<file path="config.mk">
export PLATFORM = sky130hd
export DESIGN_NAME = write_fault_detector
export DESIGN_NICKNAME = d
export VERILOG_FILES = /design/src/rtl/wfd_pkg.sv /design/src/rtl/wfd_mode_mask.sv /design/src/rtl/wfd_cond.sv /design/src/rtl/wfd_trip_latch.sv /design/src/rtl/write_fault_detector.sv
export SDC_FILE = /design/constraint.sdc
export NUM_CORES = 1
export LEC_CHECK = 0
export BUFFER_PORTS_ARGS = -buffer_cell sky130_fd_sc_hd__buf_2
export CORE_MARGIN = 3
export CORE_UTILIZATION = 25
export DETAILED_ROUTE_END_ITERATION = 8
export GPL_ROUTABILITY_DRIVEN = 0
export PLACE_DENSITY = 0.41
export SETUP_SLACK_MARGIN = 0.05
export SLEW_MARGIN = 15
export SYNTH_ARGS = -nofsm -noshare
export SYNTH_HDL_FRONTEND = slang
export SYNTH_SLANG_ARGS = --single-unit
</file>
<file path="constraint.sdc">
create_clock -name clk -period 0.8 [get_ports clk]
set_input_delay 0.04 -clock clk [delete_from_list [all_inputs] [get_ports clk]]
set_output_delay 0.04 -clock clk [all_outputs]
set_load 0.01 [all_outputs]
</file>
<file path="src/rtl/wfd_pkg.sv">
package wfd_pkg;
  localparam int TRIP_W    = 2;
  localparam int BIT_MULTI = 0;
  localparam int BIT_RDCUR = 1;
  typedef logic [TRIP_W-1:0] trip_t;
endpackage

</file>
<file path="src/rtl/wfd_mode_mask.sv">
module wfd_mode_mask #(
  parameter int MASK_CYC = 64
) (
  input  logic clk,
  input  logic rst_n,
  input  logic wr_mode_n,
  input  logic erase_en_n,
  output logic masked
);
  localparam int CW = $clog2(MASK_CYC + 1);
  localparam logic [CW-1:0] LOAD = CW'(MASK_CYC - 1);

  logic          wm_q, ee_q;
  logic [CW-1:0] cnt_q, cnt_d;
  logic          edge_c;

  always_comb begin
    edge_c = (wr_mode_n != wm_q) || (erase_en_n != ee_q);
    if (edge_c)           cnt_d = LOAD;
    else if (cnt_q != '0) cnt_d = cnt_q - 1'b1;
    else                  cnt_d = cnt_q;
    masked = edge_c || (cnt_q != '0);
  end

  always_ff @(posedge clk or negedge rst_n) begin
    if (!rst_n) begin
      wm_q  <= 1'b1;
      ee_q  <= 1'b1;
      cnt_q <= '0;
    end else begin
      wm_q  <= wr_mode_n;
      ee_q  <= erase_en_n;
      cnt_q <= cnt_d;
    end
  end

  // a mode edge seen at the ports opens the window
  p_edge_masks_r5: assert property (@(posedge clk) disable iff (!rst_n)
    ($rose(wr_mode_n) || $fell(wr_mode_n) || $rose(erase_en_n) || $fell(erase_en_n)) |-> masked);
endmodule

</file>
<file path="src/rtl/wfd_cond.sv">
module wfd_cond #(
  parameter int N_HEADS = 4
) (
  input  logic [N_HEADS-1:0] head_sel,
  input  logic               wr_mode_n,
  input  logic               erase_en_n,
  input  logic               cur_sense,
  input  logic               masked,
  output logic               multi_c,
  output logic               rdcur_c
);
  localparam int SW = $clog2(N_HEADS + 1);
  logic [SW-1:0] n_sel;
  logic          read_mode;

  always_comb begin
    n_sel = '0;
    for (int i = 0; i < N_HEADS; i++) n_sel = n_sel + SW'(head_sel[i]);
    read_mode = wr_mode_n && erase_en_n;
    multi_c   = !wr_mode_n && (n_sel >= SW'(2));
    rdcur_c   = read_mode && cur_sense && !masked;
  end
endmodule

</file>
<file path="src/rtl/wfd_trip_latch.sv">
module wfd_trip_latch
  import wfd_pkg::*;
(
  input  logic  clk,
  input  logic  rst_n,
  input  logic  multi_c,
  input  logic  rdcur_c,
  input  logic  fault_clr,
  output logic  emerg_q,
  output trip_t code_q
);
  logic  fault_c, emerg_d;
  trip_t code_d, hit_c;

  always_comb begin
    hit_c            = '0;
    hit_c[BIT_MULTI] = multi_c;
    hit_c[BIT_RDCUR] = rdcur_c;
    fault_c          = multi_c || rdcur_c;
    if (fault_c) begin
      emerg_d = 1'b1;
      code_d  = code_q | hit_c;
    end else if (fault_clr) begin
      emerg_d = 1'b0;
      code_d  = '0;
    end else begin
      emerg_d = emerg_q;
      code_d  = code_q;
    end
  end

  always_ff @(posedge clk or negedge rst_n) begin
    if (!rst_n) begin
      emerg_q <= 1'b0;
      code_q  <= '0;
    end else begin
      emerg_q <= emerg_d;
      code_q  <= code_d;
    end
  end

  p_trip_sets_r1: assert property (@(posedge clk) disable iff (!rst_n)
    multi_c |=> (emerg_q && code_q[BIT_MULTI]));
  p_trip_sets_r3: assert property (@(posedge clk) disable iff (!rst_n)
    rdcur_c |=> (emerg_q && code_q[BIT_RDCUR]));
  p_hold_r6: assert property (@(posedge clk) disable iff (!rst_n)
    (emerg_q && !fault_clr) |=> emerg_q);
  p_clear_r6: assert property (@(posedge clk) disable iff (!rst_n)
    (fault_clr && !multi_c && !rdcur_c) |=> (!emerg_q && code_q == '0));
  p_code_keeps_r8: assert property (@(posedge clk) disable iff (!rst_n)
    (emerg_q && !fault_clr) |=> ((code_q & $past(code_q)) == $past(code_q)));
  p_code_needs_emerg_r9: assert property (@(posedge clk) disable iff (!rst_n)
    (code_q != '0) |-> emerg_q);
endmodule

</file>
<file path="src/rtl/write_fault_detector.sv">
module write_fault_detector
  import wfd_pkg::*;
#(
  parameter int N_HEADS  = 4,
  parameter int MASK_CYC = 64
) (
  input  logic               clk,
  input  logic               rst_n,
  input  logic [N_HEADS-1:0] head_sel,
  input  logic               wr_mode_n,
  input  logic               erase_en_n,
  input  logic               cur_sense,
  input  logic               fault_clr,
  output logic               emerg,
  output logic               not_ready_req,
  output logic               supply_cut_req,
  output logic [TRIP_W-1:0]  trip_code
);
  logic  rst_s1, rst_sn;
  logic  masked, multi_c, rdcur_c, emerg_q;
  trip_t code_q;

  always_ff @(posedge clk or negedge rst_n) begin
    if (!rst_n) begin
      rst_s1 <= 1'b0;
      rst_sn <= 1'b0;
    end else begin
      rst_s1 <= 1'b1;
      rst_sn <= rst_s1;
    end
  end

  wfd_mode_mask #(.MASK_CYC(MASK_CYC)) u_mask (
    .clk(clk), .rst_n(rst_sn), .wr_mode_n(wr_mode_n),
    .erase_en_n(erase_en_n), .masked(masked));

  wfd_cond #(.N_HEADS(N_HEADS)) u_cond (
    .head_sel(head_sel), .wr_mode_n(wr_mode_n), .erase_en_n(erase_en_n),
    .cur_sense(cur_sense), .masked(masked), .multi_c(multi_c), .rdcur_c(rdcur_c));

  wfd_trip_latch u_latch (
    .clk(clk), .rst_n(rst_sn), .multi_c(multi_c), .rdcur_c(rdcur_c),
    .fault_clr(fault_clr), .emerg_q(emerg_q), .code_q(code_q));

  always_comb begin
    emerg          = emerg_q;
    not_ready_req  = emerg_q;
    supply_cut_req = emerg_q;
    trip_code      = code_q;
  end

  // current while writing or erasing, with at most one head, never trips
  p_write_cur_ok_r4: assert property (@(posedge clk) disable iff (!rst_sn)
    ((!wr_mode_n || !erase_en_n) && ($countones(head_sel) < 2) && !emerg) |=> !emerg);
  // no current and no write mode never trips, whatever the heads
  p_read_heads_ok_r2: assert property (@(posedge clk) disable iff (!rst_sn)
    (wr_mode_n && !cur_sense && !emerg) |=> !emerg);
endmodule

</file>
==> results.rst, run 1 <==
.. list-table::
   :header-rows: 1

   * - Metric
     - Value
   * - Run status
     - finished, violations left
   * - Violated checks
     - negative setup slack
   * - Top delay family on crit path
     - simple AND/OR/NAND/NOR gates
   * - Fmax achieved
     - 635 MHz
   * - Maximum number of pins on one net before global-route repair
     - 11
   * - Number of gates on the worst path with buffers counted
     - 5
   * - Count of buffer and inverter cells on the critical path
     - 1
   * - Crit end category
     - flip-flop
   * - Clock Latency Late Sink
     - 0.29 ns
   * - Fraction of layout instances using a drive strength above 1
     - 55.8%
   * - Antenna Violating Nets Remaining
     - 0
   * - Aggregate negative setup slack
     - -6.98 ns
   * - Number of cells on the worst reg-to-reg path
     - 5
   * - Part of the cycle the worst path needs
     - 197%
   * - Syn_nets
     - approximately 80
   * - Critical Path Source Type
     - flip-flop
   * - Average via count per standard cell
     - approximately 4.7
   * - Layout area overhead
     - 62.3%
   * - Overall die area
     - roughly 3500 µm²
   * - Adder-cell area share of the yosys netlist
     - under 10%
   * - Global routing met3 resource utilization
     - 3.95%
   * - First-pass detailed-route iteration total
     - 2
   * - Row cnt
     - 18
   * - Share of cell area taken by muxes after synthesis
     - 0%
   * - Antenna violations before repair
     - 0
   * - GR met1 Demand/Resource
     - approximately 14%
   * - Launching element of the worst setup path
     - u_mask.cnt_q[1]$_DFFE_PN0P_
   * - Per-instance average area after synthesis
     - between 10 and 15 µm²
   * - Post-synthesis instance total
     - between 60 and 70
   * - Delay of the slowest cell on the worst path
     - 0.41 ns
   * - Required time worst endpoint
     - around 1.0 ns
   * - Global-route met2 utilization
     - about 18%
   * - Hold Vio Cnt, Final
     - 0
   * - Proportion of synthesized chip area in sequential cells
     - 50.4%
   * - Wire length reported by the detailed router
     - ~1.7 mm
   * - Pwr per Cell Area
     - between 1000 and 1500 nW/µm²
   * - Post-synthesis instance area
     - 701 µm²
   * - TritonCTS clock tree
     - done
   * - Maximum clock skew at final layout
     - ~0.015 ns
   * - Via count
     - 632
   * - Path class of the lowest-slack min-delay path
     - in2async
   * - Clock tree root buffer cell
     - clkbuf_4
   * - Synth Area in Compound Gates
     - between 15 and 20%
   * - Detail Placement HPWL
     - around 1.2 mm
   * - Fraction of the core area covered by cells at the end of the flow
     - around 44%
   * - Per-cell routed wire length
     - roughly 13 µm
   * - Overflow left after global routing
     - 0
   * - Worst Path Class, Setup
     - reg2reg
   * - Chip Height
     - ~60 µm
   * - Largest family of logic cells by synthesized area
     - simple AND/OR/NAND/NOR gates
   * - Layer with the highest usage after global routing
     - met2
   * - Detailed Route Iter0 Violations
     - 11
   * - Minimum hold slack
     - slightly above 0.08 ns
   * - Data arrival time of the worst path
     - around 1.8 ns
   * - Die width
     - just under 60 µm
   * - Ports
     - 15
   * - Number of global-route vias before repair
     - ~640
   * - Ys Warns
     - 0
   * - Number of buffers between clock root and the deepest sink
     - 2
   * - Launch point of the worst reg-to-reg path
     - u_mask.cnt_q[1]$_DFFE_PN0P_
   * - Post-synthesis simple-gate area fraction
     - around a fifth
   * - Setup violation total in the final timing report
     - 15
   * - Placeable core region
     - 2570 µm²
   * - Pleak
     - 0.488 nW
   * - Post-layout minimum cycle time
     - between 1.5 and 2 ns
   * - Port buffer count
     - 14
   * - Total clock buffers created by CTS
     - 3
   * - Slew Limit Fails
     - 0
   * - Number of antenna cells inserted
     - 0
   * - Fraction of synthesized cell area in xor and xnor cells
     - under 10%
   * - Setup slack of the critical path after layout
     - -0.775 ns
   * - Unrepaired setup endpoints after global routing
     - true
   * - CTS HTree Levels
     - 1
   * - CTS clock-pin slew for the worst setup and hold paths
     - 0.09 ns
   * - Cells along the critical path
     - inv_2 > ha_4 > or3b_4 > or4_1 > a21boi_1
   * - First-pass GRT wire length
     - around 2.9 mm
   * - VDD IR-drop max
     - between 700 and 800 µV
   * - DRC Markers
     - 0
   * - Count of cell types in the netlist
     - 33
   * - Flops & latches, synth
     - 14
   * - Initial core utilization
     - between 20% and 30%
   * - GRT Util Overall
     - 11.2%
   * - Library cell contributing the largest single delay on the critical path
     - dfrtp_1
   * - Nets
     - 119
   * - Max Cap Violations
     - 0
   * - Max Fanout on Critical Path
     - 3
   * - Num Clock Sinks
     - 14
timing repair:
item	4_1_cts	5_1_grt
resized for setup	9	6
setup buffers	4	5
endpoints found under the setup margin	15	15
pin swaps	2	8
hold endpoints to repair	4	1
hold buffers	3	1
cell usage in the layout, fill, tap and decap left out, types with 2 or more instances in the layout:
cell and instances:
a21boi_1 2, o21ai_0 3, inv_1 2, inv_2 2
nand3_1 2, dfstp_2 2, nand2_1 2, buf_6 2
nor2_1 2, ha_4 4, clkbuf_4 3, dlygate4sd3_1 4
nor3_2 2, dfrtp_1 11, xor2_1 2, buf_2 14
or4_1 2, buf_4 16, o211ai_1 2, o21ai_1 3
or4_4 2
worst paths after layout:
| kind | to | slack (ns) |
|---|---|---|
| worst max-delay path | u_mask.cnt_q[6]$_DFFE_PN0P_ | -0.77 |
| worst min-delay path | rst_s1$_DFF_PN0_ | 0.08 |
| worst max register to register | u_mask.cnt_q[6]$_DFFE_PN0P_ | -0.77 |
| worst min register to register | u_mask.cnt_q[2]$_DFFE_PN0P_ | 0.23 |
| max in group asynchronous | u_mask.cnt_q[3]$_DFFE_PN0P_ | 0.44 |
| min in group clk | u_latch.emerg_q$_DFFE_PN0P_ | 0.11 |
flip-flops by register name, summed over array words and instances (netlist names):
signal	flops
u_mask.ee_q	1
u_mask.cnt_q	7
rst_s1	1
u_latch.code_q	2
rst_sn	1
u_mask.wm_q	1
u_latch.emerg_q	1
area by class of cell:
cell class              instances  area (µm²)
flip-flops and latches         14         354
clock buffers                   4        26.3
well taps                      30        37.5
fillers                       259        1430
inverters                       4        15.0
multi-input cells              45         432
repair buffers                 37         273
metrics by stage:
| step | setup WS (ns) | instance area [µm²] | power [W] | std cells |
|---|---|---|---|---|
| global placement | -0.767 | 956 | 0.00104 | 118 |
| global route | -0.856 | 1140 | 0.00165 | 134 |
| CTS | -0.773 | 1080 | 0.00152 | 129 |
| finish | -0.775 | 1140 | 0.00154 | 134 |
| floorplan | -0.757 | 768 | 0.000928 | 65 |
| detailed placement | -0.790 | 956 | 0.00104 | 118 |
power breakdown:
group	switching (W)	internal, W	leakage (nW)
combinational	0.000151	0.000191	0.323
sequential	0.0000272	0.000746	0.150
clock	0.000228	0.000194	0.0150
total	0.000406	0.00113	0.488
Yosys cell counts:
master,count,area share [%]
a211o_1,1,1.3
a211oi_1,1,1.1
a21boi_0,1,1.1
a21boi_1,1,1.1
a21oi_1,1,0.71
a2bb2oi_1,1,1.3
and4_1,1,1.3
buf_4,2,2.1
conb_1,1,0.54
dfrtp_1,12,43
dfstp_2,2,7.5
ha_1,4,7.1
inv_1,4,2.1
nand2_1,2,1.1
nand2b_1,1,0.89
nand3_1,2,1.4
nand4_1,1,0.89
nor2_1,2,1.1
nor2b_1,1,0.89
nor3_1,2,1.4
nor4_1,1,0.89
o211ai_1,2,2.1
o21a_1,1,1.1
o21ai_0,6,4.3
o21bai_1,1,1.1
o221ai_1,1,1.3
or2_2,1,0.89
or2b_1,1,1.1
or3_2,1,1.1
or3b_4,1,1.6
or4_1,3,3.2
or4_2,1,1.3
xor2_1,2,2.5
metal layers:
metal / up-vias / wire length (µm)
met4: 0 / 39
met3: 6 / 63
met5: - / 0
li1: 317 / -
met2: 10 / 846
met1: 299 / 760
kinds of logic after synthesis:
group | Yosys count
AND/OR/NAND/NOR | 21
AO/OA/AOI/OAI | 17
flip-flops | 14
buffers and inverters | 6
adder cells (fa/ha/maj) | 4
XOR/XNOR | 2
other | 1
Power figures use the tool's default switching activity.
==> run 2: changes to the inputs <==
- PLACE_DENSITY: 0.41 -> unset
- PLACE_DENSITY_LB_ADDON: unset -> 0.05
- REMOVE_ABC_BUFFERS: unset -> 1
==> run 2 against run 1 <==
Effect of this change:
- the flow still finishes with violations (negative setup slack)
- first-iteration DRC count shrank 55%
- fmax shrank 3.0%
- global-route usage shrank 0.37 points
- register-to-register slack lost 0.05 ns
- wire length shrank 0.53%
- critical path depth shrank 1
- design area shrank 1.7%
==> results.rst, run 2 (same netlist as run 1, synthesis figures left out) <==
.. list-table::
   :header-rows: 1

   * - Metric
     - Value
   * - Leading cell types in the layout, fill and taps excluded
     - 18 x buf_4, 14 x buf_2, 10 x dfrtp_1 (was 16 x buf_4, 14 x buf_2, 11 x dfrtp_1)
   * - Unrepaired setup endpoints after global routing
     - true (unchanged)
   * - FF/Latch Area
     - 355 µm² (was 354 µm²)
   * - Placeable core region
     - 2570 µm² (unchanged)
   * - Pleak
     - 0.500 nW (was 0.488 nW)
   * - Number of fill cells in the layout
     - 268 (was 259)
   * - Fmax achieved
     - 616 MHz (was 635 MHz)
   * - Hold Vio Cnt, Final
     - 0 (unchanged)
   * - Pwr per Cell Area
     - 1340 nW/µm² (was 1350 nW/µm²)
   * - Number of buffers between clock root and the deepest sink
     - 2 (unchanged)
   * - Nets
     - 121 (was 119)
   * - Ports
     - 15 (unchanged)
   * - Fraction of layout instances using a drive strength above 1
     - 56.6% (was 55.8%)
   * - CTS HTree Levels
     - 1 (unchanged)
   * - Num Clock Sinks
     - 14 (unchanged)
   * - Post-layout minimum cycle time
     - 1.62 ns (was 1.57 ns)
   * - Per-cell routed wire length
     - 12.5 µm (was 12.8 µm)
   * - Count of buffer and inverter cells on the critical path
     - 1 (unchanged)
   * - Port buffer count
     - 14 (unchanged)
   * - Critical Path Source Type
     - flip-flop (unchanged)
   * - Required time worst endpoint
     - 1.03 ns (was 1.02 ns)
   * - Number of global-route vias before repair
     - 600 (was 637)
   * - Data arrival time of the worst path
     - 1.85 ns (was 1.80 ns)
   * - CTS clock-pin slew for the worst setup and hold paths
     - 0.08 ns (was 0.09 ns)
   * - Path class of the lowest-slack min-delay path
     - in2async (unchanged)
   * - Largest registers ranked by flip-flop count
     - u_mask.cnt_q (7), u_latch.code_q (2) (unchanged)
   * - DRC Markers
     - 0 (unchanged)
   * - Antenna violations before repair
     - 0 (unchanged)
   * - Crit end category
     - flip-flop (unchanged)
   * - Detail Placement HPWL
     - 1.25 mm (was 1.18 mm)
   * - Antenna Violating Nets Remaining
     - 0 (unchanged)
   * - Chip Height
     - 58.9 µm (unchanged)
   * - Initial core utilization
     - 27.3% (unchanged)
   * - Setup slack of the critical path after layout
     - -0.824 ns (was -0.775 ns)
   * - GRT Util Overall
     - 10.8% (was 11.2%)
   * - Violated checks
     - negative setup slack (unchanged)
   * - Setup violation total in the final timing report
     - 15 (unchanged)
   * - Total clock buffers created by CTS
     - 3 (unchanged)
   * - Average via count per standard cell
     - 4.59 (was 4.72)
   * - Overflow left after global routing
     - 0 (unchanged)
   * - Overall die area
     - 3470 µm² (unchanged)
   * - First-pass GRT wire length
     - 2.73 mm (was 2.87 mm)
   * - Total area of multi-input combinational cells
     - 405 µm² (was 432 µm²)
   * - Via count
     - 624 (was 632)
   * - Row cnt
     - 18 (unchanged)
   * - Clock tree root buffer cell
     - clkbuf_4 (unchanged)
   * - Cells along the critical path
     - buf_6 > or4_4 > or4_4 > nand3_2 (was inv_2 > ha_4 > or3b_4 > or4_1 > a21boi_1)
   * - Max Cap Violations
     - 0 (unchanged)
   * - Leading cell type in the layout, fill and taps excluded
     - buf_4 (unchanged)
   * - Largest register by flop count
     - u_mask.cnt_q (unchanged)
   * - Maximum clock skew at final layout
     - 0.00110 ns (was 0.0153 ns)
   * - Library cell contributing the largest single delay on the critical path
     - or4_4 (was dfrtp_1)
   * - Wire length reported by the detailed router
     - 1.70 mm (was 1.71 mm)
   * - TritonCTS clock tree
     - done (unchanged)
   * - Part of the cycle the worst path needs
     - 203% (was 197%)
   * - Overall power
     - 0.00150 W (was 0.00154 W)
   * - Max reg flops
     - 7 (unchanged)
   * - Worst Path Class, Setup
     - reg2reg (unchanged)
   * - Slew Limit Fails
     - 0 (unchanged)
   * - Fraction of the core area covered by cells at the end of the flow
     - 43.6% (was 44.3%)
   * - Delay of the slowest cell on the worst path
     - 0.53 ns (was 0.41 ns)
   * - VDD IR-drop max
     - 892 µV (was 792 µV)
   * - Max Fanout on Critical Path
     - 3 (unchanged)
   * - Most common cell on crit path
     - or4_4
   * - Number of antenna cells inserted
     - 0 (unchanged)
   * - First-pass detailed-route iteration total
     - 2 (unchanged)
   * - Layout area overhead
     - 59.6% (was 62.3%)
   * - Die width
     - 58.9 µm (unchanged)
   * - Run status
     - finished, violations left (unchanged)
   * - Clock Latency Late Sink
     - 0.29 ns (about the same)
   * - Maximum number of pins on one net before global-route repair
     - 9 (was 11)
   * - Top delay family on crit path
     - simple AND/OR/NAND/NOR gates (unchanged)
   * - Detailed Route Iter0 Violations
     - 5 (was 11)
## run 2: changes by cell type in the layout (fill, tap and decap cells not counted), sizes merged
| cell | previous run | this run |
|---|---|---|
| buf | 33 | 35 |
## run 2: report_power, final
part           leakage, nW  internal, W  total (W)  switching [W]
combinational        0.335     0.000170   0.000307       0.000137
clock               0.0150     0.000194   0.000429       0.000235
sequential           0.150     0.000746   0.000768      0.0000221
## run 2: worst reg2reg max path: stages, from the launching register on
cell     delay (ns)
dfrtp_1        0.41
buf_6          0.13
or4_4          0.53
or4_4          0.43
nand3_2        0.08
## run 2: area by class of cell
| class | instances | share of cell area (%) |
|---|---|---|
| multi-input combinational | 45 | 36.2 |
| sequential | 14 | 31.8 |
| timing repair buffer | 39 | 24.9 |
| tap | 30 | 3.36 |
| clock buffer | 4 | 2.35 |
| inverter | 4 | 1.34 |
## run 2: path summary, 6_finish.rpt
| path | slack (ns) | from | end | depth (start not counted) |
|---|---|---|---|---|
| worst max register to register | -0.82 | u_mask.cnt_q[1]$_DFFE_PN0P_ | u_mask.cnt_q[5]$_DFFE_PN0P_ | 4 |
| worst max-delay path | -0.82 | u_mask.cnt_q[1]$_DFFE_PN0P_ | u_mask.cnt_q[5]$_DFFE_PN0P_ | 4 |
| max in group asynchronous | 0.42 | rst_sn$_DFF_PN0_ | u_mask.ee_q$_DFF_PN1_ | 1 |
| min in group clk | 0.12 | wr_mode_n | u_latch.emerg_q$_DFFE_PN0P_ | 3 |
| worst min-delay path | 0.06 | rst_n | rst_s1$_DFF_PN0_ | 2 |
| worst min register to register | 0.17 | rst_sn$_DFF_PN0_ | u_mask.cnt_q[1]$_DFFE_PN0P_ | 1 |
## run 2: routing by layer
metal / global-route usage [%] / wire length [µm] / up-vias
met3: 3.95 / 63 / 5
met5: 0 / 0 / -
met2: 15.0 / 774 / 7
met4: 5.83 / 44 / 0
met1: 14.6 / 819 / 293
li1: - / - / 319
## run 2: timing repair
action | 4_1_cts | 5_1_grt
resized for setup | 17 | 11
endpoints found under the hold margin | 4 | 1
endpoints found under the setup margin | 15 | 15
setup buffers | 2 | 2
hold buffers | 3 | 1
cloned | 0 | 0
pin swaps | 7 | 5
## run 2: stage by stage
stage | hold WS, ns | std cells | worst slack, ns | cell area [µm²] | TNS [ns]
final | 0.0563 | 136 | -0.824 | 1120 | -6.39
after global routing | 0.0325 | 136 | -0.874 | 1120 | -7.18
after CTS | 0.00181 | 133 | -0.825 | 1040 | -6.53
after detailed placement | -0.171 | 124 | -0.918 | 921 | -7.28
after global placement | -0.175 | 124 | -0.848 | 921 | -7.20
after floorplan | -0.256 | 63 | -0.850 | 686 | -5.76
==> run 3: changes to the inputs <==
- CTS_BUF_LIST: unset -> sky130_fd_sc_hd__clkbuf_16
==> run 3 against run 2 <==
Effect of this change:
- the flow still finishes with violations (negative setup slack)
- sequential power about the same
- global-route usage about the same
- die area unchanged
- largest power group is now the clock network
- combinational power down 5%
- critical endpoint unchanged
- final cell count down 2.2%
- first-iteration DRC count down 40%
- worst hold slack worse by 0.0010 ns
- power up 33%
- largest cell class unchanged
- non-clock buffer count down 3
==> results.rst, run 3 (same netlist as run 1, synthesis figures left out) <==
.. list-table::
   :header-rows: 1

   * - Metric
     - Value
   * - Run status
     - finished, violations left (unchanged)
   * - Violated checks
     - negative setup slack (unchanged)
   * - Number of antenna cells inserted
     - 0 (unchanged)
   * - Cell area reported after detailed placement
     - 921 µm² (unchanged)
   * - Top metal layer carrying routed signals
     - met4 (unchanged)
   * - Overflow left after global routing
     - 0 (unchanged)
   * - Leading cell types in the layout, fill and taps excluded
     - 18 x buf_4, 14 x buf_2, 10 x dfrtp_1 (unchanged)
   * - Per-cell routed wire length
     - 12.5 µm (about the same)
   * - Total clock buffers created by CTS
     - 3 (unchanged)
   * - Slew Limit Fails
     - 0 (unchanged)
   * - GRT Util Overall
     - 10.8% (about the same)
   * - Worst r2r dst
     - u_mask.cnt_q[5]$_DFFE_PN0P_ (unchanged)
   * - Crit end category
     - flip-flop (unchanged)
   * - Met3 WL post-DR
     - 54 µm (was 63 µm)
   * - Die width
     - 58.9 µm (unchanged)
   * - Ports
     - 15 (unchanged)
   * - Average via count per standard cell
     - 4.65 (was 4.59)
   * - Part of the cycle the worst path needs
     - 204% (was 203%)
   * - Aggregate negative setup slack
     - -6.07 ns (was -6.39 ns)
   * - Max Fanout on Critical Path
     - 3 (unchanged)
   * - Launch point of the worst reg-to-reg path
     - u_mask.cnt_q[1]$_DFFE_PN0P_ (unchanged)
   * - Pleak
     - 0.510 nW (was 0.500 nW)
   * - Filler-free cell count of the finished design
     - 133 (was 136)
   * - End point of the most critical hold path
     - u_latch.emerg_q$_DFFE_PN0P_
   * - Detailed Route Iter0 Violations
     - 3 (was 5)
   * - Row cnt
     - 18 (unchanged)
   * - Antenna Violating Nets Remaining
     - 0 (unchanged)
   * - Layout area overhead
     - 61.1% (was 59.6%)
   * - DRC Markers
     - 0 (unchanged)
   * - Overall die area
     - 3470 µm² (unchanged)
   * - Max Cap Violations
     - 0 (unchanged)
   * - Hold Crit Depth
     - 2
   * - Maximum clock skew at final layout
     - 0.00183 ns (was 0.00110 ns)
   * - Number of buffers between clock root and the deepest sink
     - 2 (unchanged)
   * - Detailed-routing wirelength on met1
     - 830 µm (was 819 µm)
   * - First-pass GRT wire length
     - 2.77 mm (was 2.73 mm)
   * - Nets
     - 118 (was 121)
   * - TritonCTS clock tree
     - done (unchanged)
   * - Detail Placement HPWL
     - 1.25 mm (unchanged)
   * - Leading cell type in the layout, fill and taps excluded
     - buf_4 (unchanged)
   * - Worst Path Class, Setup
     - reg2reg (unchanged)
   * - Largest registers ranked by flip-flop count
     - u_mask.cnt_q (7), u_latch.code_q (2) (unchanged)
   * - Fmax achieved
     - 614 MHz (was 616 MHz)
   * - CTS clock-pin slew for the worst setup and hold paths
     - 0.05 ns (was 0.08 ns)
   * - Max reg flops
     - 7 (unchanged)
   * - Via count
     - 619 (was 624)
   * - Setup slack of the critical path after layout
     - -0.829 ns (was -0.824 ns)
   * - Number of global-route vias before repair
     - 618 (was 600)
   * - Unrepaired setup endpoints after global routing
     - true (unchanged)
   * - Placeable core region
     - 2570 µm² (unchanged)
   * - CTS HTree Levels
     - 1 (unchanged)
   * - Hold Vio Cnt, Final
     - 0 (unchanged)
   * - Required time worst endpoint
     - 0.98 ns (was 1.03 ns)
   * - Clock Latency Late Sink
     - 0.24 ns (was 0.29 ns)
   * - Metal2 WL
     - 754 µm (was 774 µm)
   * - Path class of the lowest-slack min-delay path
     - in2reg (was in2async)
   * - Num Clock Sinks
     - 14 (unchanged)
   * - First-pass detailed-route iteration total
     - 4 (was 2)
   * - Antenna violations before repair
     - 0 (unchanged)
   * - Setup slack of the most critical reg-to-reg path
     - -0.83 ns (was -0.82 ns)
   * - Post-layout minimum cycle time
     - 1.63 ns (was 1.62 ns)
   * - Fraction of the core area covered by cells at the end of the flow
     - 44.0% (was 43.6%)
   * - Minimum hold slack
     - 0.0553 ns (was 0.0563 ns)
   * - Worst hold path startpoint
     - fault_clr
   * - Number of placed instances, taps included
     - 124 (unchanged)
   * - Area of all placed cells without fillers
     - 1130 µm² (was 1120 µm²)
   * - Chip Height
     - 58.9 µm (unchanged)
   * - Number of cells on the worst reg-to-reg path
     - 4 (unchanged)
   * - Pwr per Cell Area
     - 1770 nW/µm² (was 1340 nW/µm²)
   * - Setup violation total in the final timing report
     - 13 (was 15)
   * - Wire length reported by the detailed router
     - 1.66 mm (was 1.70 mm)
   * - Largest register by flop count
     - u_mask.cnt_q (unchanged)
   * - VDD IR-drop max
     - 1420 µV (was 892 µV)
   * - Data arrival time of the worst path
     - 1.81 ns (was 1.85 ns)
   * - Fraction of layout instances using a drive strength above 1
     - 55.3% (was 56.6%)
   * - Critical Path Source Type
     - flip-flop (unchanged)
   * - Port buffer count
     - 14 (unchanged)
   * - Initial core utilization
     - 27.3% (unchanged)
   * - Maximum number of pins on one net before global-route repair
     - 9 (unchanged)
   * - Clock tree root buffer cell
     - clkbuf_16 (was clkbuf_4)
==> run 3: cell count changes in the layout (fill, tap and decap cells not counted), sizes merged <==
cell         change
dlygate4sd3      -2
inv              +1
buf              -1
clkbuf           -1
==> run 3: worst max path at each step <==
stage               slack, ns                        start                          end  cells after the start
detailed placement      -0.92  u_mask.cnt_q[1]$_DFFE_PN0P_  u_mask.cnt_q[6]$_DFFE_PN0P_                      5
finish                  -0.83  u_mask.cnt_q[1]$_DFFE_PN0P_  u_mask.cnt_q[5]$_DFFE_PN0P_                      4
global route            -0.87  u_mask.cnt_q[1]$_DFFE_PN0P_  u_mask.cnt_q[5]$_DFFE_PN0P_                      4
floorplan               -0.85  u_mask.cnt_q[0]$_DFFE_PN0P_  u_mask.cnt_q[6]$_DFFE_PN0P_                      5
CTS                     -0.82  u_mask.cnt_q[1]$_DFFE_PN0P_  u_mask.cnt_q[5]$_DFFE_PN0P_                      4
global placement        -0.85  u_mask.cnt_q[1]$_DFFE_PN0P_  u_mask.cnt_q[6]$_DFFE_PN0P_                      5
==> run 3: through the flow <==
step	power [W]	setup slack [ns]
after global placement	0.00102	-0.848
after CTS	0.00201	-0.816
final	0.00200	-0.829
after detailed placement	0.00102	-0.918
after global routing	0.00210	-0.874
after floorplan	0.000881	-0.850
==> run 3: worst max-delay path: stages, from the launching register on <==
cell	delay (ns)
dfrtp_1	0.39
buf_4	0.15
or4_4	0.53
or4_4	0.42
nand3_2	0.08
==> run 3: final cells by class <==
class	count	area (µm²)
repair buffers	36	248
inverters	4	15.0
flip-flops and latches	14	355
clock inverters	1	3.75
fillers	268	1440
multi-input cells	45	394
well taps	30	37.5
clock buffers	3	75.1
==> run 3: where the power goes <==
part,leakage (nW),switching (W),total (W),internal [W]
clock,0.0423,0.000277,0.000936,0.000659
combinational,0.317,0.000133,0.000291,0.000158
sequential,0.150,0.0000215,0.000770,0.000749
total,0.510,0.000431,0.00200,0.00157
==> run 3: repair_timing <==
item / CTS / global route
gates resized for setup: 18 / 6
setup endpoints to repair: 15 / 15
hold endpoints to repair: 3 / 0
buffers inserted: 2 / 1
hold buffers: 2 / 0
pin swaps: 8 / 4
==> run 3: per-layer routing <==
layer	vias to the layer above	track usage [%]
met5	-	0
met4	0	3.88
met3	4	3.95
met2	6	15.3
met1	297	15.0
li1	312	-
